==> src/rtl/qec_pkg.sv <==
`timescale 1ns/1ps
package qec_pkg;
    localparam int NUM_CH   = 4;
    localparam int NUM_PAIR = NUM_CH / 2;
    localparam int REG_AW   = 3;
    localparam int SEL_W    = 2;
    localparam int CFG_W    = NUM_CH + NUM_PAIR;

    typedef enum logic [SEL_W-1:0] {
        EDGE_NONE = 2'b00,
        EDGE_RISE = 2'b01,
        EDGE_FALL = 2'b10,
        EDGE_BOTH = 2'b11
    } edge_sel_e;

    localparam logic [REG_AW-1:0] ADDR_CTRL = 3'd4;
    localparam logic [REG_AW-1:0] ADDR_EDGE = 3'd5;
    localparam logic [REG_AW-1:0] ADDR_FLAG = 3'd6;
    localparam logic [REG_AW-1:0] ADDR_IE   = 3'd7;

    // control bit that joins pair p (pair 1 = counters 3:2, pair 0 = counters 1:0)
    localparam int JOIN_BIT_PAIR1 = 4;
    localparam int JOIN_BIT_PAIR0 = 5;
endpackage

==> src/rtl/qec_edge_detect.sv <==
`timescale 1ns/1ps
module qec_edge_detect
    import qec_pkg::*;
#(
    parameter int NCH    = NUM_CH,
    parameter int STAGES = 2
) (
    input  logic                 clk,
    input  logic                 rst_n,
    input  logic [NCH-1:0]       pin_i,
    input  logic [NCH*SEL_W-1:0] sel_i,
    output logic [NCH-1:0]       event_o
);
    typedef struct packed {
        logic [NCH-1:0][STAGES-1:0] sync;
        logic [NCH-1:0]             prev;
    } det_t;

    det_t det_d, det_q;
    logic [NCH-1:0] cur;

    always_comb begin
        det_d = det_q;
        for (int c = 0; c < NCH; c++) begin
            det_d.sync[c] = {det_q.sync[c][STAGES-2:0], pin_i[c]};
            det_d.prev[c] = det_q.sync[c][STAGES-1];
        end
    end

    always_comb begin
        event_o = '0;
        for (int c = 0; c < NCH; c++) begin
            cur[c] = det_q.sync[c][STAGES-1];
            case (edge_sel_e'(sel_i[c*SEL_W +: SEL_W]))
                EDGE_RISE: event_o[c] = cur[c] & ~det_q.prev[c];
                EDGE_FALL: event_o[c] = ~cur[c] & det_q.prev[c];
                EDGE_BOTH: event_o[c] = cur[c] ^ det_q.prev[c];
                default:   event_o[c] = 1'b0;
            endcase
        end
    end

    always_ff @(posedge clk or negedge rst_n) begin
        if (!rst_n) det_q <= '0;
        else        det_q <= det_d;
    end

    for (genvar g = 0; g < NCH; g++) begin : g_chk
        // a rising-edge event cannot repeat in the next cycle
        a_r3_rise_single: assert property (@(posedge clk) disable iff (!rst_n)
            (event_o[g] && sel_i[g*SEL_W +: SEL_W] == EDGE_RISE)
            |=> !(event_o[g] && sel_i[g*SEL_W +: SEL_W] == EDGE_RISE));
        // code 00 never produces an event
        a_r3_none_silent: assert property (@(posedge clk) disable iff (!rst_n)
            (sel_i[g*SEL_W +: SEL_W] == EDGE_NONE) |-> !event_o[g]);
    end
endmodule

==> src/rtl/qec_counter_bank.sv <==
`timescale 1ns/1ps
module qec_counter_bank
    import qec_pkg::*;
#(
    parameter int NCH   = NUM_CH,
    parameter int CNT_W = 8
) (
    input  logic                      clk,
    input  logic                      rst_n,
    input  logic [NCH-1:0]            event_i,
    input  logic [NCH-1:0]            en_i,
    input  logic [NCH/2-1:0]          join_i,
    input  logic [NCH-1:0]            wr_i,
    input  logic [CNT_W-1:0]          wr_data_i,
    output logic [NCH-1:0][CNT_W-1:0] cnt_o,
    output logic [NCH-1:0]            wrap_o
);
    localparam int NPAIR = NCH / 2;

    typedef struct packed {
        logic [NCH-1:0][CNT_W-1:0] cnt;
    } bank_t;

    bank_t bank_d, bank_q;
    logic [NCH-1:0] inc, wrap;

    always_comb begin
        bank_d = bank_q;
        inc    = '0;
        wrap   = '0;
        for (int p = 0; p < NPAIR; p++) begin
            inc[2*p]    = event_i[2*p] & en_i[2*p];
            wrap[2*p]   = inc[2*p] & (bank_q.cnt[2*p] == '1) & ~wr_i[2*p];
            inc[2*p+1]  = join_i[p] ? wrap[2*p] : (event_i[2*p+1] & en_i[2*p+1]);
            wrap[2*p+1] = inc[2*p+1] & (bank_q.cnt[2*p+1] == '1) & ~wr_i[2*p+1];
        end
        for (int c = 0; c < NCH; c++) begin
            if (wr_i[c])     bank_d.cnt[c] = wr_data_i;
            else if (inc[c]) bank_d.cnt[c] = bank_q.cnt[c] + 1'b1;
        end
    end

    always_ff @(posedge clk or negedge rst_n) begin
        if (!rst_n) bank_q <= '0;
        else        bank_q <= bank_d;
    end

    assign cnt_o  = bank_q.cnt;
    assign wrap_o = wrap;

    for (genvar p = 0; p < NPAIR; p++) begin : g_chk
        // a disabled, unwritten low counter holds its value
        a_r2_lo_hold: assert property (@(posedge clk) disable iff (!rst_n)
            (!en_i[2*p] && !wr_i[2*p]) |=> bank_q.cnt[2*p] == $past(bank_q.cnt[2*p]));
        // a disabled, unwritten, unjoined high counter holds its value
        a_r2_hi_hold: assert property (@(posedge clk) disable iff (!rst_n)
            (!en_i[2*p+1] && !wr_i[2*p+1] && !join_i[p])
            |=> bank_q.cnt[2*p+1] == $past(bank_q.cnt[2*p+1]));
        // when joined, the high byte moves only after the low byte was 0xFF
        a_r4_carry_only: assert property (@(posedge clk) disable iff (!rst_n)
            (join_i[p] && !wr_i[2*p+1])
            |=> (bank_q.cnt[2*p+1] == $past(bank_q.cnt[2*p+1]))
                || ($past(bank_q.cnt[2*p]) == {CNT_W{1'b1}}));
    end
endmodule

==> src/rtl/quad_event_counter.sv <==
`timescale 1ns/1ps
module quad_event_counter
    import qec_pkg::*;
#(
    parameter int CNT_W       = 8,
    parameter int SYNC_STAGES = 2
) (
    input  logic              clk,
    input  logic              rst_n,
    input  logic [3:0]        pin_i,
    input  logic              wr_en_i,
    input  logic [2:0]        wr_addr_i,
    input  logic [CNT_W-1:0]  wr_data_i,
    input  logic [2:0]        rd_addr_i,
    output logic [CNT_W-1:0]  rd_data_o,
    output logic              irq_o
);
    localparam int SELS_W = NUM_CH * SEL_W;

    typedef struct packed {
        logic [NUM_CH-1:0]   en;
        logic [NUM_PAIR-1:0] join_p;
        logic [SELS_W-1:0]   sel;
        logic [NUM_CH-1:0]   flag;
        logic [NUM_CH-1:0]   ie;
    } cfg_t;

    cfg_t cfg_d, cfg_q;

    logic [NUM_CH-1:0]             events;
    logic [NUM_CH-1:0]             wraps;
    logic [NUM_CH-1:0]             wr_cnt;
    logic [NUM_CH-1:0][CNT_W-1:0]  counts;
    logic [NUM_CH-1:0]             flag_clr;

    qec_edge_detect #(.NCH(NUM_CH), .STAGES(SYNC_STAGES)) u_edge (
        .clk     (clk),
        .rst_n   (rst_n),
        .pin_i   (pin_i),
        .sel_i   (cfg_q.sel),
        .event_o (events)
    );

    qec_counter_bank #(.NCH(NUM_CH), .CNT_W(CNT_W)) u_bank (
        .clk       (clk),
        .rst_n     (rst_n),
        .event_i   (events),
        .en_i      (cfg_q.en),
        .join_i    (cfg_q.join_p),
        .wr_i      (wr_cnt),
        .wr_data_i (wr_data_i),
        .cnt_o     (counts),
        .wrap_o    (wraps)
    );

    always_comb begin
        for (int c = 0; c < NUM_CH; c++) begin
            wr_cnt[c] = wr_en_i && (wr_addr_i == REG_AW'(c));
        end
        flag_clr = (wr_en_i && wr_addr_i == ADDR_FLAG) ? wr_data_i[NUM_CH-1:0] : '0;
    end

    always_comb begin
        cfg_d      = cfg_q;
        cfg_d.flag = (cfg_q.flag & ~flag_clr) | wraps;
        if (wr_en_i) begin
            case (wr_addr_i)
                ADDR_CTRL: begin
                    cfg_d.en        = wr_data_i[NUM_CH-1:0];
                    cfg_d.join_p[1] = wr_data_i[JOIN_BIT_PAIR1];
                    cfg_d.join_p[0] = wr_data_i[JOIN_BIT_PAIR0];
                end
                ADDR_EDGE: cfg_d.sel = wr_data_i[SELS_W-1:0];
                ADDR_IE:   cfg_d.ie  = wr_data_i[NUM_CH-1:0];
                default:   ;
            endcase
        end
    end

    always_ff @(posedge clk or negedge rst_n) begin
        if (!rst_n) cfg_q <= '0;
        else        cfg_q <= cfg_d;
    end

    always_comb begin
        rd_data_o = '0;
        case (rd_addr_i)
            ADDR_CTRL: rd_data_o[CFG_W-1:0]  = {cfg_q.join_p[0], cfg_q.join_p[1], cfg_q.en};
            ADDR_EDGE: rd_data_o[SELS_W-1:0] = cfg_q.sel;
            ADDR_FLAG: rd_data_o[NUM_CH-1:0] = cfg_q.flag;
            ADDR_IE:   rd_data_o[NUM_CH-1:0] = cfg_q.ie;
            default:   rd_data_o = counts[rd_addr_i[1:0]];
        endcase
    end

    assign irq_o = |(cfg_q.flag & cfg_q.ie);

    for (genvar g = 0; g < NUM_CH; g++) begin : g_chk
        // a wrap sets the flag in the following cycle
        a_r5_wrap_sets_flag: assert property (@(posedge clk) disable iff (!rst_n)
            wraps[g] |=> cfg_q.flag[g]);
        // a set flag stays set unless a 1 is written to its bit
        a_r5_flag_sticky: assert property (@(posedge clk) disable iff (!rst_n)
            (cfg_q.flag[g] && !(wr_en_i && wr_addr_i == ADDR_FLAG && wr_data_i[g]))
            |=> cfg_q.flag[g]);
        // a count write always lands, whatever else happens that cycle
        a_r7_write_wins: assert property (@(posedge clk) disable iff (!rst_n)
            (wr_en_i && wr_addr_i == REG_AW'(g)) |=> counts[g] == $past(wr_data_i));
    end
endmodule

==> config.mk <==
export PLATFORM = sky130hd
export DESIGN_NAME = quad_event_counter
export DESIGN_NICKNAME = d
export VERILOG_FILES = /design/src/rtl/qec_pkg.sv /design/src/rtl/qec_edge_detect.sv /design/src/rtl/qec_counter_bank.sv /design/src/rtl/quad_event_counter.sv
export SDC_FILE = /design/constraint.sdc
export NUM_CORES = 1
export LEC_CHECK = 0
export BUFFER_PORTS_ARGS = -buffer_cell sky130_fd_sc_hd__buf_2
export CAP_MARGIN = 20
export CORE_MARGIN = 2
export CORE_UTILIZATION = 60
export CTS_CLUSTER_SIZE = 12
export DETAILED_ROUTE_END_ITERATION = 10
export PLACE_DENSITY = 0.8
export SLEW_MARGIN = 20
export SYNTH_ARGS = -nofsm -noshare
export SYNTH_HDL_FRONTEND = slang
export SYNTH_SLANG_ARGS = --single-unit
==> constraint.sdc <==
create_clock -name clk -period 2.91 [get_ports clk]
set_input_delay 0.4365 -clock clk [delete_from_list [all_inputs] [get_ports clk]]
set_output_delay 0.4365 -clock clk [all_outputs]
set_load 0.02 [all_outputs]
==> results.toml <==
[global_route]
grt_pass1_wl_um = 15900
grtUsageTotal_pct = 30.1
grt_overflow = 0
grt_use_met3_pct = 5.17
antenna_found_initial = 0
grt_max_degree = 67
busiest_layer = "met2"
grt_pass1_vias = 3079
gr-usage-met2_pct = 46.3
use_met1_pct = 39.8

[sta]
tightest_slew_ns = 0.838
final.setup.tns_ns = 0
finalHoldViolCount = 0
relSlewSlack_pct = 44.2
skew_ns = 0.00761
grt_setup_unrepaired = "no"
fmax_mhz = 379
slew_violations = 0
fin_crit_sh_pct = 90.7
setup_viol = 0
period_minus_slack_ns = 2.64

[critical_path]
crit_required_ns = 3.21
crit_buf_inv = 1
slowest_stage = "a2111oi_4"
cpPeakStageDelay_ns = 0.56
cp-start-kind = "register"
cp.arrival_ns = 2.93
critPathTopFamily = "compound AO/OA/AOI/OAI gates"
end_kind = "register"
crit_type = "reg -> reg"
path_cells = "inv_1 > ha_1 > nor2b_1 > o2111ai_1 > a2111oi_4 > o211ai_2 > or4_1 > nand3_1"
cp_max_fo = 7

[placement]
post-place-cells = 461
globalplace.congestion = 0.936
portBuffers = 29
hpwl_um = 6800

[final_layout]
seq_area_um2 = 1650
antennaDiodeCount = 0
mostFrequentLayoutCell = "dfrtp_1"
area_growth_pct = 12.7
final_cell_count_no_fill = 477
nNetsFinal = 430
multi_input_area_um2 = 2000
final_layout_size_suffix_gt1_share_pct = 22.4
final_cell_mix = "66 x dfrtp_1, 59 x nand2_1, 33 x o21ai_0, 29 x buf_2, 19 x mux2_2"
nFillCells = 419

[power]
vdd_ir_drop_max_mv = 0.401
swShare_pct = 34.9
combPwrFrac_pct = 25.7
leakage_nw = 1.85
p_sw_w = 0.00114
internal_power_w = 0.00212
clock_power_share_pct = 29.2
powerDensity_nw_per_um2 = 766
pwr-share-seq_pct = 45.1
p_total_w = 0.00326

[floorplan]
start_util_pct = 63.1
die-height_um = 83.3
die_area_um2 = 6950
die_width_um = 83.3
coreArea_um2 = 5990
pin_count = 30
rows = 28

[routing]
viasPerCell = 6.44
dr.pass1.iters = 5
num_vias = 3072
postRouteAntennaNets = 0
drc = 0
wl_um = 9680
wl_per_cell_um = 20.3
first_iter_violations = 287

[clock_tree]
cts_tree = "yes"
cts_sinks = 66
cts_resized = 0
clkTransAtPathRegs_ns = 0.08
clkLatencyLatePin_ns = 0.36
root_buffer = "clkbuf_8"
cts.hold.buffers_added = 0
post-cts-setup-buffers = 0
htreeDepth = 3
cts_made_buffers = 9
cts_buffer_depth = 2

[yosys]
netlist_instances = 365
synth-async-reset-ratio_pct = 100
synthMuxAreaShare_pct = 15.5
synth_area_per_cell_um2 = 10.3
synth_cell_types = 45
syn_area_um2 = 3780
synth-main-ff-cell = "dfrtp_1"
syn_nets = 398
synth.yosys.warnings = 0
synth-edff-count = 0
synth_compound_area_share_pct = 12.2
yosys_register_bits = 66
synth_fa_ha_area_share_pct = 3.97
synth_top_family_by_area = "simple AND/OR/NAND/NOR gates"
yosysSeqAreaShare_pct = 43.7
synthXorXnorAreaFrac_pct = 4.87
yosys.area_share.simple_pct = 16.4

[run]
cap_violations = 0

[outcome]
status = "complete, no violations"

[min_path]
hold_path_class = "in -> reg"
-- worst paths after layout --
| path | startpoint | to | slack (ns) | cells past startpoint |
|---|---|---|---|---|
| worst min-delay path | pin_i[3] | u_edge.det_d[11] | 0.18 | 1 |
| max in group asynchronous | rst_n | u_bank.cnt_o[28] | 2.11 | 2 |
| worst max-delay path | u_edge.cur[0] | u_bank.cnt_o[13] | 0.27 | 8 |
| worst max register to register | u_edge.cur[0] | u_bank.cnt_o[13] | 0.27 | 8 |
| min in group asynchronous | rst_n | u_edge.det_d[5] | 0.26 | 2 |
| worst min register to register | u_edge.det_d[11] | u_edge.cur[3] | 0.36 | 0 |
-- cells in the mapped netlist (3+ instances only) --
library cell,count,share of area [%]
buf_2,3,0.40
inv_1,18,1.8
nor2b_1,7,1.2
o22ai_1,4,0.66
o2111ai_1,4,0.93
xor2_1,13,3.0
dfrtp_1,66,44
clkbuf_1,11,1.1
xnor2_1,8,1.9
nor2_1,9,0.89
o21ai_0,33,4.4
mux4_2,12,7.2
nand3_1,15,2.0
mux2_2,19,5.7
or4_1,3,0.60
and3_1,6,0.99
ha_1,12,4.0
mux2i_1,10,2.6
a211oi_1,3,0.60
nor3b_1,4,0.79
nand4_1,6,0.99
a21oi_1,9,1.2
nand2_1,59,5.9
-- through the flow --
| stage | utilization [%] | instance area, µm² | hold WS, ns | worst slack [ns] |
|---|---|---|---|---|
| finish | 71.1 | 4260 | 0.181 | 0.271 |
| CTS | 71.1 | 4260 | 0.172 | 0.300 |
| global route | 71.1 | 4260 | 0.174 | 0.104 |
| detailed placement | 67.0 | 4020 | 0.341 | 0.330 |
| floorplan | - | 3780 | 0.141 | 0.504 |
| global placement | 67.0 | 4020 | 0.335 | 0.442 |
-- power by group through the flow --
stage / Combinational, W / Sequential, W / Clock, W
2_1_floorplan: 0.000628 / 0.00135 / 0
3_3_place_gp: 0.000784 / 0.00146 / 0
4_1_cts: 0.000839 / 0.00146 / 0.000957
3_5_place_dp: 0.000822 / 0.00147 / 0
5_1_grt: 0.000930 / 0.00150 / 0.00100
6_report: 0.000839 / 0.00147 / 0.000951
-- area by class of cell --
type                       count  share of cell area (%)
clock buffer                  10                    3.00
clock inverter                 6                    2.70
inverter                      18                    1.59
multi-input combinational    266                    47.1
sequential                    66                    38.8
tap                           75                    2.20
timing repair buffer          36                    4.64
-- worst reg2reg max path: stages, from the launching register on --
cell and delay, ns:
dfrtp_1 0.38, inv_1 0.06, ha_1 0.28, nor2b_1 0.14, o2111ai_1 0.27, a2111oi_4 0.56
o211ai_2 0.24, or4_1 0.56, nand3_1 0.10
-- cells by family (layout without fill, tap and decap cells) --
logic type,Yosys count,count (layout)
flops,66,66
xor+xnor,21,21
buf+inv,33,70
compound gates,68,68
mux,41,41
fa+ha+maj,12,12
simple gates,124,124
-- flip-flops by register name, indices dropped and copies added, names as in the netlist --
register      cells
u_bank.cnt_o     32
u_edge.det_q      4
u_edge.cur        4
cfg_q            22
u_edge.det_d      4
-- routing by layer --
layer	wire [µm]	vias to the layer above	part of all wire [%]
li1	-	1387	-
met1	3920	1496	40
met2	4550	154	47
met3	740	35	7.6
met4	473	0	4.9
met5	0	-	0
Power figures use the tool's default switching activity.
